<file path="src/rtl/seg_agu_pkg.sv">
package seg_agu_pkg;
  parameter int ADDR_W  = 32;
  parameter int SCALE_W = 2;

  typedef logic [ADDR_W-1:0] addr_t;

  // Sum of the three operands that travel with the request.
  function automatic addr_t agu_partial(addr_t base, addr_t index,
                                        logic [SCALE_W-1:0] scale, addr_t disp);
    return base + (index << scale) + disp;
  endfunction

  // Second-cycle addition of a nonzero segment base.
  function automatic addr_t agu_final(addr_t part, addr_t seg);
    return part + seg;
  endfunction
endpackage

</file>
<file path="src/rtl/seg_file.sv">
module seg_file
  import seg_agu_pkg::*;
#(
  parameter int NSEG  = 6,
  parameter int SEL_W = 3
) (
  input  logic             clk,
  input  logic             rst,
  input  logic             we,
  input  logic [SEL_W-1:0] waddr,
  input  addr_t            wdata,
  input  logic [SEL_W-1:0] rsel,
  output addr_t            rbase
);
  addr_t ent [NSEG];

  genvar g;
  generate
    for (g = 0; g < NSEG; g++) begin : g_ent
      always_ff @(posedge clk) begin
        if (rst)                                ent[g] <= '0;
        else if (we && waddr == SEL_W'(g))      ent[g] <= wdata;
      end
    end
  endgenerate

  // Read with bypass of a same-cycle write; selectors past NSEG read zero.
  always_comb begin
    rbase = '0;
    for (int i = 0; i < NSEG; i++) begin
      if (rsel == SEL_W'(i))
        rbase = (we && waddr == rsel) ? wdata : ent[i];
    end
  end


  unmapped_zero_chk: assert property (@(posedge clk) disable iff (rst)
    (int'(rsel) >= NSEG) |-> (rbase == '0));
endmodule

</file>
<file path="src/rtl/agu_stage.sv">
module agu_stage
  import seg_agu_pkg::*;
#(
  parameter int TAG_W = 4
) (
  input  logic             clk,
  input  logic             rst,
  input  logic             in_valid,
  output logic             in_ready,
  input  logic [TAG_W-1:0] in_tag,
  input  addr_t            in_part,
  input  addr_t            in_seg,
  output logic             rsp_valid,
  output logic [TAG_W-1:0] rsp_tag,
  output addr_t            rsp_addr
);
  logic             hold_vld;
  addr_t            hold_part, hold_seg;
  logic [TAG_W-1:0] hold_tag;

  // Named events for the checks below.
  logic accept, acc_fast, acc_slow;
  assign in_ready = !hold_vld;
  assign accept   = in_valid && in_ready;
  assign acc_fast = accept && (in_seg == '0);
  assign acc_slow = accept && (in_seg != '0);

  always_ff @(posedge clk) begin
    if (rst) begin
      hold_vld  <= 1'b0;
      hold_part <= '0;
      hold_seg  <= '0;
      hold_tag  <= '0;
      rsp_valid <= 1'b0;
      rsp_tag   <= '0;
      rsp_addr  <= '0;
    end else begin
      rsp_valid <= 1'b0;
      if (hold_vld) begin
        hold_vld  <= 1'b0;
        rsp_valid <= 1'b1;
        rsp_tag   <= hold_tag;
        rsp_addr  <= agu_final(hold_part, hold_seg);
      end else if (acc_fast) begin
        rsp_valid <= 1'b1;
        rsp_tag   <= in_tag;
        rsp_addr  <= in_part;
      end else if (acc_slow) begin
        hold_vld  <= 1'b1;
        hold_part <= in_part;
        hold_seg  <= in_seg;
        hold_tag  <= in_tag;
      end
    end
  end


  fast_latency_chk: assert property (@(posedge clk) disable iff (rst)
    acc_fast |=> (rsp_valid && rsp_tag == $past(in_tag)));

  slow_bubble_chk: assert property (@(posedge clk) disable iff (rst)
    acc_slow |=> (!in_ready && !rsp_valid));

  slow_finish_chk: assert property (@(posedge clk) disable iff (rst)
    hold_vld |=> (rsp_valid && in_ready));

  no_orphan_rsp_chk: assert property (@(posedge clk) disable iff (rst)
    rsp_valid |-> ($past(acc_fast) || $past(hold_vld)));

  reset_idle_chk: assert property (@(posedge clk) disable iff (rst)
    $past(rst) |-> (!rsp_valid && in_ready));
endmodule

</file>
<file path="src/rtl/seg_agu.sv">
module seg_agu
  import seg_agu_pkg::*;
#(
  parameter int TAG_W = 4,
  parameter int NSEG  = 6,
  parameter int SEL_W = 3
) (
  input  logic               clk,
  input  logic               rst,
  input  logic               seg_we,
  input  logic [SEL_W-1:0]   seg_waddr,
  input  logic [ADDR_W-1:0]  seg_wdata,
  input  logic               req_valid,
  output logic               req_ready,
  input  logic [TAG_W-1:0]   req_tag,
  input  logic [SEL_W-1:0]   req_seg,
  input  logic [ADDR_W-1:0]  req_base,
  input  logic [ADDR_W-1:0]  req_index,
  input  logic [SCALE_W-1:0] req_scale,
  input  logic [ADDR_W-1:0]  req_disp,
  output logic               rsp_valid,
  output logic [TAG_W-1:0]   rsp_tag,
  output logic [ADDR_W-1:0]  rsp_addr
);
  addr_t seg_base, part_sum;

  seg_file #(.NSEG(NSEG), .SEL_W(SEL_W)) u_seg_file (
    .clk   (clk),
    .rst   (rst),
    .we    (seg_we),
    .waddr (seg_waddr),
    .wdata (seg_wdata),
    .rsel  (req_seg),
    .rbase (seg_base)
  );

  assign part_sum = agu_partial(req_base, req_index, req_scale, req_disp);

  agu_stage #(.TAG_W(TAG_W)) u_stage (
    .clk       (clk),
    .rst       (rst),
    .in_valid  (req_valid),
    .in_ready  (req_ready),
    .in_tag    (req_tag),
    .in_part   (part_sum),
    .in_seg    (seg_base),
    .rsp_valid (rsp_valid),
    .rsp_tag   (rsp_tag),
    .rsp_addr  (rsp_addr)
  );
endmodule

</file>
<file path="config.mk">
export PLATFORM = sky130hd
export DESIGN_NAME = seg_agu
export DESIGN_NICKNAME = d
export VERILOG_FILES = /design/src/rtl/seg_agu_pkg.sv /design/src/rtl/seg_file.sv /design/src/rtl/agu_stage.sv /design/src/rtl/seg_agu.sv
export SDC_FILE = /design/constraint.sdc
export NUM_CORES = 1
export LEC_CHECK = 0
export ABC_AREA = 1
export BUFFER_PORTS_ARGS = -buffer_cell sky130_fd_sc_hd__buf_2
export CAP_MARGIN = 20
export CORE_AREA = 2 2 179 181
export DETAILED_ROUTE_END_ITERATION = 8
export DIE_AREA = 0 0 181 183
export PLACE_DENSITY = 0.81
export SLEW_MARGIN = 20
export SYNTH_ARGS = -nofsm -noshare
export SYNTH_HDL_FRONTEND = slang
export SYNTH_SLANG_ARGS = --single-unit
</file>
<file path="constraint.sdc">
create_clock -name clk -period 4.52 [get_ports clk]
set_input_delay 0.226 -clock clk [delete_from_list [all_inputs] [get_ports clk]]
set_output_delay 0.226 -clock clk [all_outputs]
set_load 0.005 [all_outputs]
</file>
Word-level counts from Yosys, hierarchy flattened
Memory sizes are Yosys's and may differ from the RTL's.
Cells that the tools add are included.
{ "op_classes": {"eq_ne": 11, "shift": 1, "bitwise": 8, "n_addsub": 3, "mux": 45, "reduce_logical": 18} }
{ "ops": {"columns": ["op", "count"], "rows": [
  ["32-bit two-way mux", 20],
  ["32-bit adder", 3],
  ["32-bit zero test", 1],
  ["32-bit nonzero test", 1],
  ["32-bit by 2-bit << shifter with 32-bit output", 1],
  ["1-bit two-way mux", 23],
  ["3-bit by 2-bit == test with 1-bit output (second input constant)", 4],
  ["3-bit == test (second input constant)", 4],
  ["1-bit logical AND", 10],
  ["4-bit two-way mux", 2],
  ["3-bit by 1-bit == test with 1-bit output (second input constant)", 2],
  ["3-bit zero test", 2],
  ["1-bit OR", 6],
  ["3-bit == test", 1],
  ["3-bit AND reduction", 1],
  ["3-bit OR reduction", 1],
  ["1-bit NOT", 2],
  ["2-bit nonzero test", 1],
  ["1-bit zero test", 1]
]} }
{ "totals": {"reg_bits": 106, "out_inout_bits": 38, "ramBits": 192, "in_bits": 144, "word_cells": 94, "n_memories": 1} }
{ "memory_table": {"columns": ["memory", "depth", "word_bits", "rd", "rd_ports_with_merged_regs", "write_ports", "line", "source"], "rows": [
  ["u_seg_file.ent", 6, 32, 6, 0, 6, "seg_file.sv:15", "addr_t ent [NSEG];"]
]} }

Logic depth before layout (Yosys ltp)
Gate-level depths: netlist of the first run.
{ "depth": {"ltp_word": 13, "mapped_depth": 26, "mapped_depth_nobuf": 25} }

Modules after synthesis
Synthesis of the first run repeated with hierarchy kept, for this count alone.
{ "hier_totals": {"hier_cells": 2864, "area_unflattened_um2": 19954.1} }
{ "by_module_without_submodules": {"columns": ["mod", "seq_area_each_um2", "cells_per_inst", "area_per_inst_um2", "instances"], "rows": [
  ["seg_file", 5765.5, 1202, 9825.7, 1],
  ["agu_stage", 2122.0, 1058, 6483.7, 1],
  ["seg_agu", 0.0, 604, 3644.7, 1]
]} }

Least setup slack after synthesis of the first run
Ideal clock, no wire load.
{ "synth_timing": {"path_type": "input -> register", "start": "input port req_scale[0]", "end": "register u_stage.hold_part[29]", "path_slack_ps": 642, "n_path_buf": 2, "setup_time_ps": 116, "arrival_time_ps": 3762, "cell_stages": 24, "required_time_ps": 4404, "path_cell_list": "clkbuf_1 -> clkbuf_1 -> mux2i_1 -> or2_2 -> fa_1 -> inv_1 -> ha_1 -> inv_1 -> fa_1 -> o21ai_0 -> nand2_1 -> nand2_1 -> nand2_1 -> nand2_1 -> nand3_1 -> nand3_1 -> nand3_1 -> nand2_1 -> nand2_1 -> nand2_1 -> nand2_1 -> and2_1 -> o21ai_0 -> nor2_1"} }
{ "synth_via": {"elab_chain_len": 3} }
{ "synth_rtl": {"columns": ["item", "line", "source"], "rows": [
  ["start: declaration", "seg_agu.sv:19", "input logic [SCALE_W-1:0] req_scale,"],
  ["32-bit by 2-bit << shifter with 32-bit output", "seg_agu_pkg.sv:10", "return base + (index << scale) + disp;"],
  ["32-bit adder (2 in a row)", "seg_agu_pkg.sv:10", null],
  ["end signal: assignment", "agu_stage.sv:50", "hold_part <= in_part;"],
  ["end: declaration", "agu_stage.sv:18", "addr_t hold_part, hold_seg;"]
]} }
Every way passes these cells.
A chain may end at the register's enable or synchronous reset.

Worst setup path after layout of the first run
{ "layout_timing": {"start": "input port req_scale[1]", "end": "register u_stage.hold_part[26]"} }
The elaborated chain is that of the path after synthesis.

==> summary.md, run 1 <==
| Metric | Value |
|---|---|
| Outcome | `complete, no violations` |
| Die width | `181 um` |
| Mapped Cells | `2,530` |
| First-pass GRT wire length | `84,500 um` |
| Ports | `182` |
| TritonRoute pass-1 iters | `6` |
| Fill cells | `2,687` |
| Multi-input gate area | `0.00993 mm2` |
| Min cycle time layout | `3.73 ns` |
| Launch point of the worst path | `req_scale[1]` |
| WL final | `55,100 um` |
| Worst slew pin tran | `1.08 ns` |
| Post-synthesis cell type count | `48` |
| P&R area growth vs syn | `12.4%` |
| Max_slew headroom | `0.276` |
| Synth Register Bits | `298` |
| R2R Path Start | `u_stage.hold_seg[0]$_SDFFE_PP0P_` |
| DR vias/cell | `5.71` |
| Synthesized area per cell | `7.44 um2` |
| Antenna violations before repair | `0` |
| Pwr per Cell Area | `389 mW/mm2` |
| Final Max Tran Viols | `0` |
| Max-Cap Viols | `0` |
| Reg area | `0.00789 mm2` |
| Min-Delay Path Class | `in -> reg` |
| Kind of critical path | `in -> reg` |
| Most common cell after layout, fill and taps aside | `nand2_1` |
| Vias in the first global route | `16,500` |
| Gr ovfl total | `0` |
| CTS Sinks | `298` |
| Hpwl dp | `36,600 um` |
| Ys Warns | `0` |
| Total CTS buffers | `34` |
| Drt wl/cell | `17.8 um` |
| Worst setup EP type | `register` |
| Port Buffers | `181` |
| Mapped cell area | `0.0188 mm2` |
| Register area share after synthesis | `0.419` |
| CTS H-tree lvls | `2` |
| Crit path max fanout | `13` |
| Number of diodes | `0` |
| Starting Density | `0.602` |
| TritonCTS clock tree | `done` |
| Reg2reg end | `u_stage.rsp_addr[30]$_SDFFE_PP0P_` |
| Leak pwr | `10.3 nW` |
| Nets | `2,900` |
| Final Worst Setup Slack | `0.787 ns` |
| Mapped Nets | `2,768` |
| Core area | `0.0312 mm2` |
| Hold EP | `u_seg_file.ent[1][14]$_SDFFCE_PN0P_` |
| Crit share post-route | `0.826` |
| Clock skew | `0.0238 ns` |
| Hold path depth | `3` |
| Post-CTS Setup Inserts | `0` |
| Post-DRT Antenna Nets | `0` |
| Rows | `65` |
| Final Setup Violations | `0` |
| Clock buffer depth | `3` |
| Arrival @ worst endpoint | `4.14 ns` |
| Tot GR Track Use | `0.322` |
| Die ar. | `0.0331 mm2` |
| Final setup TNS | `0 ns` |
| Initial DRC Count | `1,669` |
| Die height | `183 um` |
| Worst Reg-to-Reg Cells | `16` |
| Max VDD drop | `0.366 mV` |
| Critical path launch point type | `primary input` |
| Root Buffer | `clkbuf_16` |
| Residual DRC count | `0` |
| Largest net degree at the start of global routing | `87` |
| Post-route cell area | `0.0211 mm2` |
| Placer Congestion | `0.947` |
| Worst EP required | `4.93 ns` |
| Place WS | `0.416 ns` |
| Worst skew pair latency | `0.53 ns` |
| Detailed-route via count | `17,600` |
| Hold Startpoint | `seg_wdata[14]` |
| Dpl cell area | `0.0200 mm2` |
| Leading cell types in the layout, fill and taps excluded | `nand2_1 (791), nor2_1 (454), edfxtp_1 (192)` |
| Fin. Hold Viols | `0` |
| RSZ-0062 raised after global routing | `no` |
| Reg-to-reg slack, setup | `1.18 ns` |
| Layout cells sized above 1 | `0.113` |
| Clk pin slew, worst setup/hold paths | `0.06 ns` |
| Fmax | `268 MHz` |
==> report_power, final <==
group | leakage, nW | total (mW) | switching [mW] | internal (mW)
Combinational | 7.02 | 2.29 | 1.51 | 0.784
Sequential | 2.73 | 3.23 | 0.108 | 3.12
Clock | 0.537 | 2.70 | 1.16 | 1.54
Total | 10.3 | 8.22 | 2.77 | 5.45
==> layer usage <==
layer  share of wire  GRT usage  vias to the layer above
met3           0.087     0.0419                      138
met5               0          0                        -
met4           0.036      0.133                        0
met2            0.49      0.562                      888
met1            0.39      0.407                     8083
li1                -          -                     8531
==> synthesized netlist by cell type (all sizes together) <==
cell type / number / share of area
o31ai: 2 / 0.00080
xor2: 22 / 0.010
a22oi: 1 / 0.00040
nand4: 9 / 0.0030
o2111ai: 1 / 0.00047
fa: 33 / 0.035
nor4: 3 / 0.0010
a31oi: 5 / 0.0017
nor3b: 2 / 0.00080
nor2: 458 / 0.092
a221oi: 3 / 0.0014
or2: 11 / 0.0037
ha: 61 / 0.041
and3: 1 / 0.00033
nand2: 800 / 0.16
a21oi: 165 / 0.044
dfxtp: 106 / 0.11
clkinv: 1 / 0.00020
nand3: 157 / 0.042
o21a: 6 / 0.0024
a21o: 11 / 0.0044
clkbuf: 66 / 0.013
o21bai: 7 / 0.0028
o221a: 1 / 0.00060
and2: 4 / 0.0013
a2111oi: 1 / 0.00047
nand3b: 22 / 0.0088
nor3: 13 / 0.0037
o22ai: 1 / 0.00033
o211ai: 1 / 0.00040
o21ai: 114 / 0.030
inv: 135 / 0.027
edfxtp: 192 / 0.31
buf: 53 / 0.015
a21boi: 1 / 0.00040
mux2i: 41 / 0.022
xnor2: 20 / 0.0093
==> sequential cells by signal (all words and copies together), names as in the netlist <==
signal,cells
u_seg_file.ent,192
u_stage.hold_part,32
u_stage.hold_seg,32
u_stage.hold_tag,4
u_stage.hold_vld,1
u_stage.rsp_addr,32
u_stage.rsp_tag,4
u_stage.rsp_valid,1
==> worst max-delay path by stage <==
| stage | slack, ns | end | cells after the start |
|---|---|---|---|
| final | 0.79 | u_stage.hold_part[26]$_SDFFE_PP0P_ | 16 |
| after global routing | 0.51 | u_stage.hold_part[26]$_SDFFE_PP0P_ | 16 |
| after CTS | 0.93 | u_stage.hold_part[26]$_SDFFE_PP0P_ | 16 |
| after detailed placement | 0.42 | u_stage.hold_part[26]$_SDFFE_PP0P_ | 16 |
| after global placement | 0.58 | u_stage.hold_part[26]$_SDFFE_PP0P_ | 16 |
| after floorplan | 0.64 | u_stage.hold_part[29]$_SDFFE_PP0P_ | 24 |
==> cell type report <==
cell class,count,area share
multi-input cells,1977,0.470
flip-flops and latches,298,0.373
inverters,136,0.0243
clock buffers,46,0.0443
repair buffers,215,0.0572
clock inverters,16,0.00758
well taps,402,0.0238
==> cells by family after synthesis <==
family / Yosys count / synth area share
AND/OR/NAND/NOR: 1480 / 0.317
multiplexers: 41 / 0.0218
buffers and inverters: 255 / 0.0556
adder cells (fa/ha/maj): 94 / 0.0757
AO/OA/AOI/OAI: 320 / 0.0907
flip-flops: 298 / 0.419
XOR/XNOR: 42 / 0.0196
==> worst max-delay path, stage by stage <==
cell and delay, ns:
buf_2 0.19, inv_1 0.41, buf_4 0.25, mux2i_1 0.22
fa_1 0.44, ha_1 0.39, nand2_1 0.16, nor4_1 0.55
nand4_1 0.22, nand3_1 0.19, a21oi_1 0.14, o21ai_0 0.24
nand2_1 0.10, and2_1 0.18, o21ai_0 0.18, nor2_1 0.06
==> through the flow <==
step / util / power, mW / instances / hold slack [ns]
floorplan: - / 4.79 / 2530 / 0.375
global placement: 0.641 / 5.48 / 3024 / 0.460
detailed placement: 0.641 / 5.52 / 3024 / 0.472
CTS: 0.677 / 8.20 / 3090 / 0.0795
global route: 0.677 / 8.60 / 3090 / 0.0958
finish: 0.677 / 8.22 / 3090 / 0.0899
==> what timing repair did <==
| item | CTS | global route |
|---|---|---|
| hold endpoints to repair | 4 | 0 |
| gates resized for setup | 0 | 0 |
| hold buffers | 4 | 0 |
Note: power is estimated with default switching activity, not from simulation.
==> run 2: changes to the inputs <==
CORE_AREA = 2 2 188 190   (was 2 2 179 181)
DIE_AREA = 0 0 190 192   (was 0 0 181 183)
PLACE_DENSITY = 0.77   (was 0.81)
clock period = 3.3 ns   (was 4.52 ns; I/O delays follow)
==> run 2 against run 1 <==
Power up 47%. Count of clock-buffer cells in the layout fell by 9. Sequential power increased by 37%. Cell count is 5.9% higher. Register-to-register slack worse by 0.69 ns. Critical endpoint is now u_stage.rsp_addr[31]$_SDFFE_PP0P_. Combinational power increased by 66%. Clock power grew 44%. Largest power group unchanged. Clock skew down 0.0037 ns. Critical path depth grew 4. Largest cell class unchanged. First-iteration DRC count fell by 7.6%. Utilization fell by 2.5 points. Via count grew 2.6%.
==> summary.md, run 2 (same netlist as run 1, synthesis figures left out) <==
| Metric | Value |
|---|---|
| Max-Cap Viols | `0 (unchanged)` |
| CP max stage delay | `0.44 ns (was 0.55 ns)` |
| Min-Delay Path Class | `in -> reg (unchanged)` |
| DR vias/cell | `5.53 (was 5.71)` |
| Residual DRC count | `0 (unchanged)` |
| Drt wl/cell | `17.4 um (was 17.8 um)` |
| Max reg flops | `192 (unchanged)` |
| Clock buffer depth | `3 (unchanged)` |
| Final setup TNS | `0 ns (unchanged)` |
| CTS H-tree lvls | `2 (unchanged)` |
| Port Buffers | `181 (unchanged)` |
| Min Hold Slack | `0.0197 ns (was 0.0899 ns)` |
| Biggest register | `u_seg_file.ent (unchanged)` |
| Final Worst Setup Slack | `0.213 ns (was 0.787 ns)` |
| Leak pwr | `11.0 nW (was 10.3 nW)` |
| Fin. Hold Viols | `0 (unchanged)` |
| Max VDD drop | `0.490 mV (was 0.366 mV)` |
| Most used cell, CP | `nand2_1` |
| R2R Path Start | `u_stage.hold_part[2]$_SDFFE_PP0P_ (was u_stage.hold_seg[0]$_SDFFE_PP0P_)` |
| Hold EP | `u_seg_file.ent[0][47]$_SDFFCE_PN0P_ (was u_seg_file.ent[1][14]$_SDFFCE_PN0P_)` |
| Initial DRC Count | `1,542 (was 1,669)` |
| Crit path max-delay family | `adder cells (was simple AND/OR/NAND/NOR gates)` |
| Most common cell after layout, fill and taps aside | `nand2_1 (unchanged)` |
| Crit path max fanout | `8 (was 13)` |
| Leading cell types in the layout, fill and taps excluded | `nand2_1 (796), nor2_1 (454), edfxtp_1 (192) (was nand2_1 (791), nor2_1 (454), edfxtp_1 (192))` |
| Worst setup EP type | `register (unchanged)` |
| Post-CTS Setup Inserts | `0 (unchanged)` |
| Crit share post-route | `0.935` |
| Hpwl dp | `39,200 um (was 36,600 um)` |
| Starting Density | `0.549 (was 0.602)` |
| Die ar. | `0.0365 mm2 (was 0.0331 mm2)` |
| Detailed-route via count | `18,100 (was 17,600)` |
| First-pass GRT wire length | `89,100 um (was 84,500 um)` |
| Hold path depth | `3 (unchanged)` |
| WL final | `56,800 um (was 55,100 um)` |
| Place WS | `-0.284 ns (was 0.416 ns)` |
| Clk pin slew, worst setup/hold paths | `0.06 ns (about the same)` |
| Outcome | `complete, no violations (unchanged)` |
| Max_slew headroom | `0.420 (was 0.276)` |
| Clock skew | `0.0201 ns (was 0.0238 ns)` |
| Layout cells sized above 1 | `0.153 (was 0.113)` |
| Critical Path, Cell by Cell | `clkbuf_4, mux2i_1, or2_2, fa_1, inv_1, ha_1, inv_1, fa_2, o21ai_2, nand2_1, nand2_1, nand2_1, nand3_1, nand4_1, o2111ai_1, xor2_1, buf_4, o21ai_0, nand2_1, a21oi_1 (was buf_2, inv_1, buf_4, mux2i_1, fa_1, ha_1, nand2_1, nor4_1, nand4_1, nand3_1, a21oi_1, o21ai_0, nand2_1, and2_1, o21ai_0, nor2_1)` |
| Vias in the first global route | `17,500 (was 16,500)` |
| Worst slew pin tran | `0.861 ns (was 1.08 ns)` |
| Placer Congestion | `0.934 (was 0.947)` |
| Min cycle time layout | `3.09 ns` |
| Nets | `3,029 (was 2,900)` |
| Worst Reg-to-Reg Cells | `13 (was 16)` |
| Core area | `0.0343 mm2 (was 0.0312 mm2)` |
| Tot GR Track Use | `0.308 (was 0.322)` |
| P&R area growth vs syn | `18.9% (was 12.4%)` |
| Antenna violations before repair | `0 (unchanged)` |
| Kind of critical path | `in -> reg (unchanged)` |
| Largest net degree at the start of global routing | `74 (was 87)` |
| Post-route cell area | `0.0224 mm2 (was 0.0211 mm2)` |
| Number of diodes | `0 (unchanged)` |
| RSZ-0062 raised after global routing | `no (unchanged)` |
| Rows | `68 (was 65)` |
| Worst skew pair latency | `0.54 ns (was 0.53 ns)` |
| Bufs and invs on worst path | `4 (was 3)` |
| Post-DRT Antenna Nets | `0 (unchanged)` |
| Fmax | `324 MHz` |
| Root Buffer | `clkbuf_16 (unchanged)` |
| Total CTS buffers | `34 (unchanged)` |
| Final Setup Violations | `0 (unchanged)` |
| Die width | `190 um (was 181 um)` |
| Gr ovfl total | `0 (unchanged)` |
| Reg2reg end | `u_stage.rsp_addr[17]$_SDFFE_PP0P_ (was u_stage.rsp_addr[30]$_SDFFE_PP0P_)` |
| Critical path launch point type | `primary input (unchanged)` |
| TritonRoute pass-1 iters | `6 (unchanged)` |
| Hold Startpoint | `seg_wdata[15] (was seg_wdata[14])` |
| TritonCTS clock tree | `done (unchanged)` |
| Arrival @ worst endpoint | `3.48 ns (was 4.14 ns)` |
| Die height | `192 um (was 183 um)` |
| Worst EP required | `3.70 ns (was 4.93 ns)` |
| Pwr per Cell Area | `542 mW/mm2 (was 389 mW/mm2)` |
| Dpl cell area | `0.0212 mm2 (was 0.0200 mm2)` |
| Slowest-stage cell, CP | `fa_1 (was nor4_1)` |
| Reg-to-reg slack, setup | `0.49 ns (was 1.18 ns)` |
| CTS Sinks | `298 (unchanged)` |
| Final Max Tran Viols | `0 (unchanged)` |
| Ports | `182 (unchanged)` |
==> run 2: cell count changes in the layout (fill, tap and decap cells not counted), moves of 2 or more <==
cell       change
buf_12        +12
buf_4        +116
bufinv_16      +3
clkbuf_1       -7
clkbuf_8       -2
clkinv_1       +4
nand2_1        +5
nand2_2        -5
o21ai_0        -3
o21ai_1        +2
==> run 2: repair_timing <==
action	CTS	global route
gates resized for setup	0	3
endpoints found under the setup margin	0	3
hold buffers	5	0
hold endpoints to repair	10	0
==> run 2: area by class of cell <==
cell class / count / area (um2)
tap: 455 / 569
multi-input combinational: 1977 / 9930
sequential: 298 / 7890
inverter: 136 / 513
timing repair buffer: 344 / 2330
clock buffer: 37 / 882
fill: 2951 / 11900
clock inverter: 24 / 258
==> run 2: worst max-delay path by stage <==
stage	from	to	depth (start not counted)
5_1_grt	req_scale[0]	u_stage.rsp_addr[29]$_SDFFE_PP0P_	23
6_report	req_scale[0]	u_stage.rsp_addr[31]$_SDFFE_PP0P_	20
2_1_floorplan	req_scale[0]	u_stage.hold_part[29]$_SDFFE_PP0P_	24
3_3_place_gp	req_scale[0]	u_stage.rsp_addr[31]$_SDFFE_PP0P_	15
4_1_cts	req_scale[0]	u_stage.rsp_addr[29]$_SDFFE_PP0P_	23
3_5_place_dp	req_scale[0]	u_stage.rsp_addr[24]$_SDFFE_PP0P_	20
==> run 2: through the flow <==
stage	util	instances	total power [mW]
finish	0.652	3271	12.1
global placement	0.617	3205	8.18
detailed placement	0.617	3205	8.24
CTS	0.652	3271	12.1
global route	0.652	3271	12.7
floorplan	-	2530	6.58
==> run 2: metal layers <==
layer,wire [um],global-route usage,vias up
li1,-,-,8799
met1,22400,0.389,8388
met2,27900,0.540,788
met3,4940,0.0473,126
met4,1600,0.105,0
met5,0,0,-
==> run 2: where the power goes <==
| part | leakage (nW) | total, mW | switching [mW] | internal [mW] |
|---|---|---|---|---|
| Sequential | 2.73 | 4.42 | 0.149 | 4.27 |
| Combinational | 7.69 | 3.81 | 2.20 | 1.61 |
| Clock | 0.566 | 3.88 | 1.61 | 2.28 |
| Total | 11.0 | 12.1 | 3.95 | 8.16 |
==> run 2: tightest hold or removal path, stage by stage <==
cell and delay, ns:
buf_2 0.09, inv_1 0.09, nor2_1 0.11
